--- src/rtl/cmpout_pkg.sv ---
package cmpout_pkg;

    typedef enum logic [2:0] {
        OCM_OFF     = 3'b000,
        OCM_ONE_HI  = 3'b001,
        OCM_ONE_LO  = 3'b010,
        OCM_TOGGLE  = 3'b011,
        OCM_DELAY   = 3'b100,
        OCM_PULSE   = 3'b101,
        OCM_PWM     = 3'b110,
        OCM_PWM_FLT = 3'b111
    } ocm_e;

    typedef struct packed {
        logic rise;
        logic fall;
    } pin_edge_t;

    function automatic logic is_pwm(ocm_e m);
        return (m == OCM_PWM) || (m == OCM_PWM_FLT);
    endfunction

    // Pin level taken on the edge a mode is entered
    function automatic logic entry_level(ocm_e m, logic cur, logic pri_nz);
        case (m)
            OCM_ONE_LO:           return 1'b1;
            OCM_TOGGLE:           return cur;
            OCM_PWM, OCM_PWM_FLT: return pri_nz;
            default:              return 1'b0;
        endcase
    endfunction

    // Which pin edges raise the interrupt in a given mode
    function automatic logic edge_irq(ocm_e m, pin_edge_t e);
        case (m)
            OCM_ONE_HI:           return e.rise;
            OCM_ONE_LO:           return e.fall;
            OCM_TOGGLE:           return e.rise | e.fall;
            OCM_DELAY, OCM_PULSE: return e.fall;
            default:              return 1'b0;
        endcase
    endfunction

endpackage

--- src/rtl/cmpout_duty.sv ---
module cmpout_duty
    import cmpout_pkg::*;
#(
    parameter int TW = 16
) (
    input  logic          clk,
    input  logic          rst,
    input  logic          entry,
    input  ocm_e          mode_q,
    input  logic          tmr_pm,
    input  logic [TW-1:0] tmr_val,
    input  logic [TW-1:0] cmp_pri,
    input  logic [TW-1:0] cmp_sec,
    output logic          hit_pri,
    output logic          hit_sec
);

    logic [TW-1:0] duty_q;
    logic [TW-1:0] pri_eff;

    always_ff @(posedge clk) begin
        if (rst) begin
            duty_q <= '0;
        end else if (entry) begin
            duty_q <= cmp_pri;
        end else if (is_pwm(mode_q) && tmr_pm) begin
            duty_q <= cmp_sec;
        end
    end

    always_comb begin
        pri_eff = is_pwm(mode_q) ? duty_q : cmp_pri;
        hit_pri = (tmr_val == pri_eff);
        hit_sec = (tmr_val == cmp_sec);
    end

endmodule

--- src/rtl/cmpout_fault.sv ---
module cmpout_fault
    import cmpout_pkg::*;
(
    input  logic clk,
    input  logic rst,
    input  logic entry,
    input  ocm_e mode_q,
    input  logic fault_n,
    input  logic fault_clr,
    output logic flag,
    output logic fault_fall,
    output logic force_low
);

    logic fn_q;
    logic blocked_q;
    logic armed_mode;
    logic fault_set;

    always_comb begin
        armed_mode = (mode_q == OCM_PWM_FLT);
        fault_set  = armed_mode && !fault_n;
        fault_fall = armed_mode && !entry && fn_q && !fault_n;
        force_low  = armed_mode && (!fault_n || blocked_q);
    end

    always_ff @(posedge clk) begin
        if (rst) begin
            fn_q      <= 1'b1;
            flag      <= 1'b0;
            blocked_q <= 1'b0;
        end else begin
            fn_q <= fault_n;
            if (fault_set) begin
                flag <= 1'b1;
            end else if (fault_clr) begin
                flag <= 1'b0;
            end
            if (fault_set) begin
                blocked_q <= 1'b1;
            end else if (entry && !flag) begin
                blocked_q <= 1'b0;
            end
        end
    end

endmodule

--- src/rtl/cmpout_pin.sv ---
module cmpout_pin
    import cmpout_pkg::*;
(
    input  logic      clk,
    input  logic      rst,
    input  logic      entry,
    input  ocm_e      mode_new,
    input  ocm_e      mode_q,
    input  logic      tmr_pm,
    input  logic      hit_pri,
    input  logic      hit_sec,
    input  logic      pri_nz,
    input  logic      sec_nz,
    input  logic      force_low,
    output logic      pin_q,
    output pin_edge_t edges
);

    logic armed_q;
    logic pin_d;
    logic arm_d;

    always_comb begin
        pin_d = pin_q;
        arm_d = armed_q;
        if (entry) begin
            pin_d = entry_level(mode_new, pin_q, pri_nz);
            arm_d = 1'b1;
        end else begin
            case (mode_q)
                OCM_ONE_HI, OCM_ONE_LO: begin
                    if (armed_q && hit_pri) begin
                        pin_d = (mode_q == OCM_ONE_HI);
                        arm_d = 1'b0;
                    end
                end
                OCM_TOGGLE: begin
                    if (hit_pri) pin_d = ~pin_q;
                end
                OCM_DELAY, OCM_PULSE: begin
                    if (armed_q) begin
                        if (!pin_q && hit_pri) begin
                            pin_d = 1'b1;
                        end else if (pin_q && hit_sec) begin
                            pin_d = 1'b0;
                            if (mode_q == OCM_DELAY) arm_d = 1'b0;
                        end
                    end
                end
                OCM_PWM, OCM_PWM_FLT: begin
                    if (force_low)    pin_d = 1'b0;
                    else if (tmr_pm)  pin_d = sec_nz;
                    else if (hit_pri) pin_d = 1'b0;
                end
                default: ;
            endcase
        end
        edges.rise = !entry && !pin_q && pin_d;
        edges.fall = !entry && pin_q && !pin_d;
    end

    always_ff @(posedge clk) begin
        if (rst) begin
            pin_q   <= 1'b0;
            armed_q <= 1'b0;
        end else begin
            pin_q   <= pin_d;
            armed_q <= arm_d;
        end
    end

endmodule

--- src/rtl/cmpout_unit.sv ---
module cmpout_unit
    import cmpout_pkg::*;
#(
    parameter int TW = 16
) (
    input  logic          clk,
    input  logic          rst,
    input  logic [TW-1:0] tmr_val,
    input  logic          tmr_pm,
    input  logic [TW-1:0] cmp_pri,
    input  logic [TW-1:0] cmp_sec,
    input  logic [2:0]    mode,
    input  logic          gpio_lvl,
    input  logic          fault_n,
    input  logic          fault_clr,
    output logic          pin_o,
    output logic          pin_en,
    output logic          irq_o,
    output logic          fault_flag
);

    ocm_e      mode_new;
    ocm_e      mode_q;
    logic      entry;
    logic      hit_pri;
    logic      hit_sec;
    logic      fault_fall;
    logic      force_low;
    logic      pin_q;
    pin_edge_t edges;

    assign mode_new = ocm_e'(mode);
    assign entry    = (mode_new != mode_q);

    always_ff @(posedge clk) begin
        if (rst) begin
            mode_q <= OCM_OFF;
            irq_o  <= 1'b0;
        end else begin
            mode_q <= mode_new;
            irq_o  <= !entry && (edge_irq(mode_q, edges) || fault_fall);
        end
    end

    cmpout_duty #(.TW(TW)) u_duty (
        .clk     (clk),
        .rst     (rst),
        .entry   (entry),
        .mode_q  (mode_q),
        .tmr_pm  (tmr_pm),
        .tmr_val (tmr_val),
        .cmp_pri (cmp_pri),
        .cmp_sec (cmp_sec),
        .hit_pri (hit_pri),
        .hit_sec (hit_sec)
    );

    cmpout_fault u_fault (
        .clk        (clk),
        .rst        (rst),
        .entry      (entry),
        .mode_q     (mode_q),
        .fault_n    (fault_n),
        .fault_clr  (fault_clr),
        .flag       (fault_flag),
        .fault_fall (fault_fall),
        .force_low  (force_low)
    );

    cmpout_pin u_pin (
        .clk       (clk),
        .rst       (rst),
        .entry     (entry),
        .mode_new  (mode_new),
        .mode_q    (mode_q),
        .tmr_pm    (tmr_pm),
        .hit_pri   (hit_pri),
        .hit_sec   (hit_sec),
        .pri_nz    (cmp_pri != '0),
        .sec_nz    (cmp_sec != '0),
        .force_low (force_low),
        .pin_q     (pin_q),
        .edges     (edges)
    );

    always_comb begin
        pin_en = (mode_q != OCM_OFF);
        if (!pin_en)        pin_o = gpio_lvl;
        else if (force_low) pin_o = 1'b0;
        else                pin_o = pin_q;
    end

endmodule

--- config.mk ---
export PLATFORM = sky130hd
export DESIGN_NAME = cmpout_unit
export DESIGN_NICKNAME = d
export VERILOG_FILES = /design/src/rtl/cmpout_pkg.sv /design/src/rtl/cmpout_duty.sv /design/src/rtl/cmpout_fault.sv /design/src/rtl/cmpout_pin.sv /design/src/rtl/cmpout_unit.sv
export SDC_FILE = /design/constraint.sdc
export NUM_CORES = 1
export LEC_CHECK = 0
export BUFFER_PORTS_ARGS = -buffer_cell sky130_fd_sc_hd__buf_2
export CAP_MARGIN = 20
export CELL_PAD_IN_SITES_DETAIL_PLACEMENT = 0
export CELL_PAD_IN_SITES_GLOBAL_PLACEMENT = 1
export CORE_MARGIN = 2
export CORE_UTILIZATION = 33
export CTS_CLUSTER_DIAMETER = 40
export DETAILED_ROUTE_END_ITERATION = 12
export GPL_ROUTABILITY_DRIVEN = 0
export PLACE_DENSITY_LB_ADDON = 0.1
export SETUP_SLACK_MARGIN = 0.5
export SLEW_MARGIN = 20
export SYNTH_ARGS = -nofsm -noshare
export SYNTH_HDL_FRONTEND = slang
export SYNTH_SLANG_ARGS = --single-unit
--- constraint.sdc ---
create_clock -name clk -period 2.6 [get_ports clk]
set_input_delay 0.65 -clock clk [delete_from_list [all_inputs] [get_ports clk]]
set_output_delay 0.65 -clock clk [all_outputs]
set_load 0.005 [all_outputs]
---- Word level (Yosys, flattened, before mapping) ----
Index checks and enable logic that the tools add are counted.
word-level totals
  bits in registers ....................... 25
  input port bits ......................... 57
  output and inout bits ................... 4
  word-level logic and storage cells ...... 90
operators by class
  eq/ne operators ......................... 15
  multiplexer cells ....................... 29
  bitwise gates (word level) .............. 2
  reduce and logical (&&, ||, !) cells .... 36
operators with widths
  cell                                                   count
  two-way mux 16 bit                                     3
  equality test 16 bit                                   2
  nonzero test 16 bit                                    2
  two-way mux 1 bit                                      22
  equality test 3 bit, second input constant             6
  logical AND 1 bit                                      15
  equality test 3 x 2 -> 1 bit, second input constant    4
  OR reduction 2 bit                                     4
  one-hot mux 1 bit (3 select lines)                     2
  nonzero test 2 bit                                     3
  nonzero test 3 bit                                     2
  logical NOT 1 bit                                      5
  one-hot mux 1 bit (4 select lines)                     1
  equality test 3 x 1 -> 1 bit, second input constant    1
  logical OR 1 bit                                       3
  inequality test 3 x 2 -> 1 bit, second input constant  1
  inequality test 3 bit                                  1
  OR reduction 3 bit                                     1
  one-hot mux 1 bit (2 select lines)                     1
  AND reduction 2 bit                                    1
  NOT 1 bit                                              1
  bitwise OR 1 bit                                       1

---- Longest topological paths before layout ----
Gate-level depths: netlist of the first run.
  word-level depth ........................ 16
  mapped depth ............................ 14

---- Cells and area by module ----
A second synthesis of the first run with hierarchy kept.
unflattened totals
  cell total of the unflattened synthesis .. 227
  area total of the unflattened synthesis .. 1,926.8 um^2
modules (own cells, without submodules)
  module        instances  cells each  area an instance (um^2)
  cmpout_duty   1          154         1,301.2
  cmpout_unit   1          29          256.5
  cmpout_pin    1          30          242.7
  cmpout_fault  1          14          126.4

---- Worst setup path after synthesis of the first run ----
No wires, ideal clock.
  path type ............................... in2reg
  start point ............................. input tmr_val[0]
  end point ............................... register irq_o
  library setup time ...................... 88 ps
  arrival ................................. 2,717 ps
  slack ................................... -205 ps
  cell stages on the path ................. 12
  path buffers ............................ 0
  cells stage by stage .................... inv_1 > a22o_1 > nor4_1 > o221ai_2 > nor3_2 > ha_1 > nor2_1 > nor2_1 > o22a_1 > o221ai_1 > o21ai_0 > a311oi_2
between the ends
  cells in the longest elaborated chain, start to end .. 14
  elaborated cells between the ends (all ways) .. 23
ends and longest elaborated chain
  item                                  line               RTL
  start: declaration                    cmpout_unit.sv:8   input logic [TW-1:0] tmr_val,
  equality test 16 bit                  cmpout_duty.sv:34  hit_sec = (tmr_val == cmp_sec);
  logical AND 1 bit                     cmpout_pin.sv:44   end else if (pin_q && hit_sec) begin
  two-way mux 1 bit                     cmpout_pin.sv:44
  two-way mux 1 bit                     cmpout_pin.sv:42   if (!pin_q && hit_pri) begin
  two-way mux 1 bit                     cmpout_pin.sv:41   if (armed_q) begin
  one-hot mux 1 bit (4 select lines) *  cmpout_pin.sv:30   case (mode_q)
  two-way mux 1 bit *                   cmpout_pin.sv:26   if (entry) begin
  logical NOT 1 bit                     cmpout_pin.sv:59   edges.fall = !entry && pin_q && !pin_d;
  logical AND 1 bit                     cmpout_pin.sv:59
  bitwise OR 1 bit                      cmpout_pkg.sv:38   OCM_TOGGLE: return e.rise | e.fall;
  one-hot mux 1 bit (3 select lines) *  cmpout_pkg.sv:35   case (m)
  two-way mux 1 bit *                   cmpout_unit.sv:36  if (rst) begin
  logical OR 1 bit *                    cmpout_unit.sv:41  irq_o <= !entry && (edge_irq(mode_q, edges) || fault_fall);
  logical AND 1 bit *                   cmpout_unit.sv:41
  end signal: assignment                cmpout_unit.sv:41
  end: declaration                      cmpout_unit.sv:18  output logic irq_o,
Every way passes the cells marked *; elsewhere a longest branch is shown, timed or not. The select of a mux whose other input is x is not followed.
A chain may end at the register's enable or synchronous reset.

---- Worst setup path in the final report of the first run ----
  start point ............................. input tmr_val[13]
  end point ............................... register irq_o
Same word-level chain as after synthesis.

==> results of run 1 <==
-- registers in the layout, summed over array words and instances (netlist names) --
name,cells
mode_q,3
irq_o,1
u_fault.fn_q,1
u_duty.duty_q,16
u_pin.pin_q,1
u_fault.blocked_q,1
u_fault.flag,1
u_pin.armed_q,1
-- metal layers --
metal | routed length [microns] | global-route usage (%) | vias up
li1 | - | - | 1203
met2 | 3660 | 38.1 | 89
met3 | 507 | 4.13 | 7
met5 | 0 | 0 | -
met1 | 3880 | 36.2 | 1189
met4 | 72 | 3.77 | 0
-- where the power goes --
group / internal, mW / switching, mW / leakage (nW)
combinational: 0.202 / 0.219 / 1.13
clock: 0.108 / 0.151 / 0.0255
sequential: 0.410 / 0.0308 / 0.209
total: 0.721 / 0.401 / 1.37
-- cell type report --
cell class / instances / area [sq um] / area share (%)
tap: 75 / 93.8 / 2.98
clock inverter: 1 / 5.00 / 0.159
multi-input combinational: 207 / 1590 / 50.6
timing repair buffer: 124 / 833 / 26.4
inverter: 19 / 75.1 / 2.38
sequential: 25 / 509 / 16.2
clock buffer: 3 / 41.3 / 1.31
-- cell usage after synthesis, drive strengths merged (3+ instances only) --
master  number  area, sq um
buf          4         32.5
clkbuf      10         37.5
a22oi        3         22.5
nand2       25          101
xor2        27          236
o22ai        5         31.3
nor4        12         87.6
o21ai        8         40.0
nor2        23         86.3
inv         18         67.6
a311oi      17          155
nor3         5         35.0
xnor2        5         43.8
o221ai       3         32.5
a21oi        6         30.0
and3         3         18.8
nand3       19         95.1
nand4        3         18.8
dfxtp       25          500
nor2b        6         37.5
-- what timing repair did --
action / 4_1_cts / 5_1_grt
pin swaps: 6 / 12
resized for setup: 23 / 29
setup endpoints to repair: 4 / 4
endpoints found under the hold margin: 0 / 0
buffers inserted: 3 / 5
-- logic make-up (layout without fill, tap and decap cells) --
logic type      count (synthesis)  count (layout)
fa+ha+maj                       2               2
compound gates                 63              63
buf+inv                        33             147
simple gates                  106             106
xor+xnor                       32              32
flops                          25              25
mux                             4               4
-- worst paths after layout --
check	from	endpoint
hold / removal	u_fault.flag	u_fault.flag
setup / recovery	tmr_val[13]	irq_o
hold reg to reg	u_fault.flag	u_fault.flag
setup reg to reg	mode_q[1]	irq_o
-- worst register-to-register path: cells and delay by family (launching register included) --
| kind | cells | cell delay [ns] |
|---|---|---|
| AND/OR/NAND/NOR | 3 | 0.57 |
| adder cells (fa/ha/maj) | 1 | 0.17 |
| buffers and inverters | 3 | 0.31 |
| AO/OA/AOI/OAI | 7 | 1.05 |
| flip-flops | 1 | 0.38 |
-- metrics by stage --
step | hold slack [ns] | area, sq um | cells | worst slack [ns] | setup TNS (ns)
2_1_floorplan | 0.451 | 2060 | 265 | -0.0324 | -0.0560
3_3_place_gp | 0.464 | 2810 | 442 | -0.285 | -0.624
3_5_place_dp | 0.479 | 2810 | 442 | -0.326 | -0.700
4_1_cts | 0.495 | 2970 | 449 | 0.0813 | 0
5_1_grt | 0.528 | 3150 | 454 | -0.187 | -0.295
6_report | 0.492 | 3150 | 454 | -0.00943 | -0.00943
==> metrics.csv, run 1 <==
metric,value,unit
antenna_found_initial,0,
synth_flop_cell,dfxtp_1,
path_buf_inv,4,
cts_tree,done,
clock_latency,0.29,ns
synthMuxAreaShare,2.09,%
grt_overflow,0,
chipHeight,82.6,microns
cts_htree_levels,1,
drt_iter0_drc,193,
p_per_area,356,nW/um^2
ys_async_sr_fraction,0,%
core.rowCount,28,
end_kind,register,
max_slew_margin,64.4,%
post-route-util,52.9,%
synth_top_family_by_area,simple AND/OR/NAND/NOR gates,
rsz0062_at_grt,true,
synthXorXnorAreaFrac,13.8,%
max_stage_delay,0.23,ns
grt_pass1_wl,12.4,mm
final_max_slew_viol_count,0,
final_net_count,439,
yosysWarnings,0,
cts.sinks,25,
synth.avg_cell_area,7.69,sq um
skew,0.00917,ns
syn-num-nets,324,
grt_pass1_vias,2320,
grt_max_degree,25,
path_cells,buf_2 -> buf_4 -> inv_1 -> a2bb2oi_2 -> and3_1 -> o221ai_2 -> nor3_4 -> inv_1 -> ha_2 -> o211ai_1 -> o22a_2 -> o21a_1 -> o22ai_2 -> a311oi_2,
synth_area,2040,sq um
hold_class,reg2reg,
total_power,1.12,mW
yosys.cell_types.count,56,
wl_per_cell,17.9,microns
drive_above_1_share,44.1,%
drv_cap,0,
synth-seq-cells,25,
synth_compound_area_share,24.4,%
setup_slack,-0.00943,ns
ioPinCount,61,
synthSimpleGateAreaFrac,27.0,%
cts-root-buf,clkbuf_8,
clock_path_buffers,2,
crit_type,in2reg,
period_minus_slack,2.61,ns
drt_pre_antenna_iters,5,
core,5960,sq um
cp.depth,14,
cts-buffers-inserted,3,
synth_seq_area_share,24.6,%
worstPathRequired,2.81,ns
clk_pin_slew,0.11,ns
cp_slowest_cell,nor3_4,
hold_viol_final,0,
mostFrequentLayoutCells,"buf_4 (61), buf_2 (54), xor2_1 (26)",
crit_top_cell,inv_1,
final_common_cell,buf_4,
crit_arrival,2.81,ns
viasPerCell,5.48,
setup_viol,1,
r2r_cells,14,
route.detailed.drc,0,
vias,2488,
area_growth,54.6,%
yosys.area_share.adder,1.23,%
numPortBuffers,60,
grt_usage,24.6,%
start_util,34.2,%
synthCells,265,
startpoint_type,primary input,
regToRegSetupSlack,0.05,ns
die-area,6820,sq um
ir_worst_vdd,242,uV
violations,negative setup slack,
whs_path_depth,2,
status,"finished, violations left",
max_slew.worst_pin.slew,0.534,ns
dp_hpwl,6.24,mm
crit_path_max_fanout,5,
synth_edf_count,0,
max_freq,0.383,GHz
period_share,100,%
nFillCells,623,
hold_buffers,0,
leakagePower,1.37,nW
n_antenna_cell,0,
crit_family,compound AO/OA/AOI/OAI gates,
dieWidth,82.6,microns
wirelength,8.12,mm
drtAntennaViolNets,0,
(Power assumes the default switching activity.)
==> run 2: changes to the inputs <==
--- a/config.mk
+++ b/config.mk
@@ -10,7 +10,8 @@
 export CELL_PAD_IN_SITES_DETAIL_PLACEMENT = 0
 export CELL_PAD_IN_SITES_GLOBAL_PLACEMENT = 1
 export CORE_MARGIN = 2
-export CORE_UTILIZATION = 33
+export CORE_UTILIZATION = 34
+export CTS_BUF_LIST = sky130_fd_sc_hd__clkbuf_8
 export CTS_CLUSTER_DIAMETER = 40
 export DETAILED_ROUTE_END_ITERATION = 12
 export GPL_ROUTABILITY_DRIVEN = 0
==> metrics.csv, run 2 (synthesis results as in run 1) <==
metric,value,unit
status,completed,
ir_worst_vdd,215,uV
drtAntennaViolNets,0,
min_from,u_fault.blocked_q,
crit_arrival,2.80,ns
drv_cap,0,
chipHeight,81.4,microns
largest_register_ffs,16,
grt_overflow,0,
crit_path_max_fanout,7,
max_stage_delay,0.38,ns
hold_class,reg2reg,
hold_viol_final,0,
cts-buffers-inserted,3,
vias,2386,
regToRegStartpoint,mode_q[1],
seqCellArea,509,sq um
rsz0062_at_grt,true,
core.rowCount,28,
max_slew_margin,63.4,%
largest_registers,"u_duty.duty_q: 16 flops, mode_q: 3 flops",
grt_pass1_wl,12.3,mm
path_cells,nand2_8 -> mux2_4 -> a32oi_2 -> nand4_1 -> nor3_4 -> inv_1 -> ha_2 -> o211ai_1 -> o22a_2 -> o21a_1 -> o22ai_2 -> a311oi_2,
multi_input_comb_area,1530,sq um
cts.sinks,25,
clock_path_buffers,2,
total_power,1.09,mW
period_minus_slack,2.59,ns
drt_pre_antenna_iters,4,
setup_viol,0,
final_net_count,432,
critPathLaunch,mode_q[1],
drt_iter0_drc,112,
dp_hpwl,6.31,mm
dieWidth,81.4,microns
viasPerCell,5.34,
area_growth,47.8,%
core,5850,sq um
wirelength,7.88,mm
hold_buffers,0,
grt_pass1_vias,2443,
grt_max_degree,25,
dp.cells,438,
numPortBuffers,60,
crit_type,reg2reg,
final_max_slew_viol_count,0,
end_kind,register,
nFillCells,598,
top_register,u_duty.duty_q,
mostFrequentLayoutCells,"buf_2 (56), buf_4 (55), xor2_1 (26)",
grt_usage,25.1,%
worstPathRequired,2.81,ns
wl_per_cell,17.6,microns
cts_htree_levels,1,
final_common_cell,buf_2,
cts_tree,done,
cp_slowest_cell,dfxtp_4,
die-area,6630,sq um
antenna_found_initial,0,
p_per_area,362,nW/um^2
startpoint_type,register,
route.detailed.drc,0,
n_antenna_cell,0,
ioPinCount,61,
drive_above_1_share,41.1,%
max_slew.worst_pin.slew,0.542,ns
cts-root-buf,clkbuf_8,
clk_pin_slew,0.11,ns
leakagePower,1.32,nW
max_freq,0.386,GHz
stdcell_count,447,
period_share,99.6,%
post-route-util,51.5,%
clock_latency,0.29,ns
start_util,34.8,%
skew,0.0126,ns
run 2: changes by cell type in the layout (fill, tap and decap cells not counted), sizes merged:
cell,delta
clkinvlp,-1
buf,-7
inv,+1
run 2: cell type report:
type | count | area share [%]
Sequential cell | 25 | 16.9
Tap cell | 75 | 3.11
Inverter | 19 | 2.37
Timing Repair Buffer | 117 | 25.4
Multi-Input combinational cell | 207 | 50.7
Clock inverter | 1 | 0.125
Clock buffer | 3 | 1.37
run 2: layer usage:
| layer | GRT usage [%] | up-vias | share of wire [%] |
|---|---|---|---|
| li1 | - | 1187 | - |
| met2 | 44.1 | 67 | 49 |
| met1 | 32.0 | 1121 | 45 |
| met4 | 7.97 | 0 | 1.8 |
| met3 | 2.86 | 11 | 4.4 |
| met5 | 0 | - | 0 |
run 2: stage by stage:
stage	area, sq um	setup WS [ns]	hold WS [ns]	setup TNS, ns
after floorplan	2060	-0.0324	0.451	-0.0560
after detailed placement	2780	-0.342	0.467	-0.709
after global routing	3010	-0.124	0.518	-0.161
after global placement	2780	-0.284	0.465	-0.588
final	3010	0.00917	0.483	0
after CTS	2890	0.00628	0.482	0
run 2: where the power goes:
part / switching (mW) / leakage, nW / internal (mW) / total, mW
Sequential: 0.0292 / 0.209 / 0.410 / 0.439
Clock: 0.148 / 0.0269 / 0.107 / 0.254
Combinational: 0.206 / 1.08 / 0.189 / 0.396
Total: 0.383 / 1.32 / 0.706 / 1.09
run 2: repair_timing:
action                                  in CTS  in global routing
endpoints found under the setup margin       4                  4
hold endpoints to repair                     0                  0
buffers inserted                             3                  2
pin swaps                                    4                 14
gates resized for setup                     14                 25
run 2: worst paths after layout:
kind	end	slack [ns]	depth (start not counted)
max	irq_o	0.009	12
min	u_fault.blocked_q	0.48	2
max reg2reg	irq_o	0.009	12
min reg2reg	u_fault.blocked_q	0.48	2
run 2: worst max-delay path: cells and delay by family (launching register included):
family                   cells  cell delay, ns
adder cells (fa/ha/maj)      1            0.16
AND/OR/NAND/NOR              3            0.54
buffers and inverters        1            0.07
multiplexers                 1            0.30
flip-flops                   1            0.38
AO/OA/AOI/OAI                6            1.07
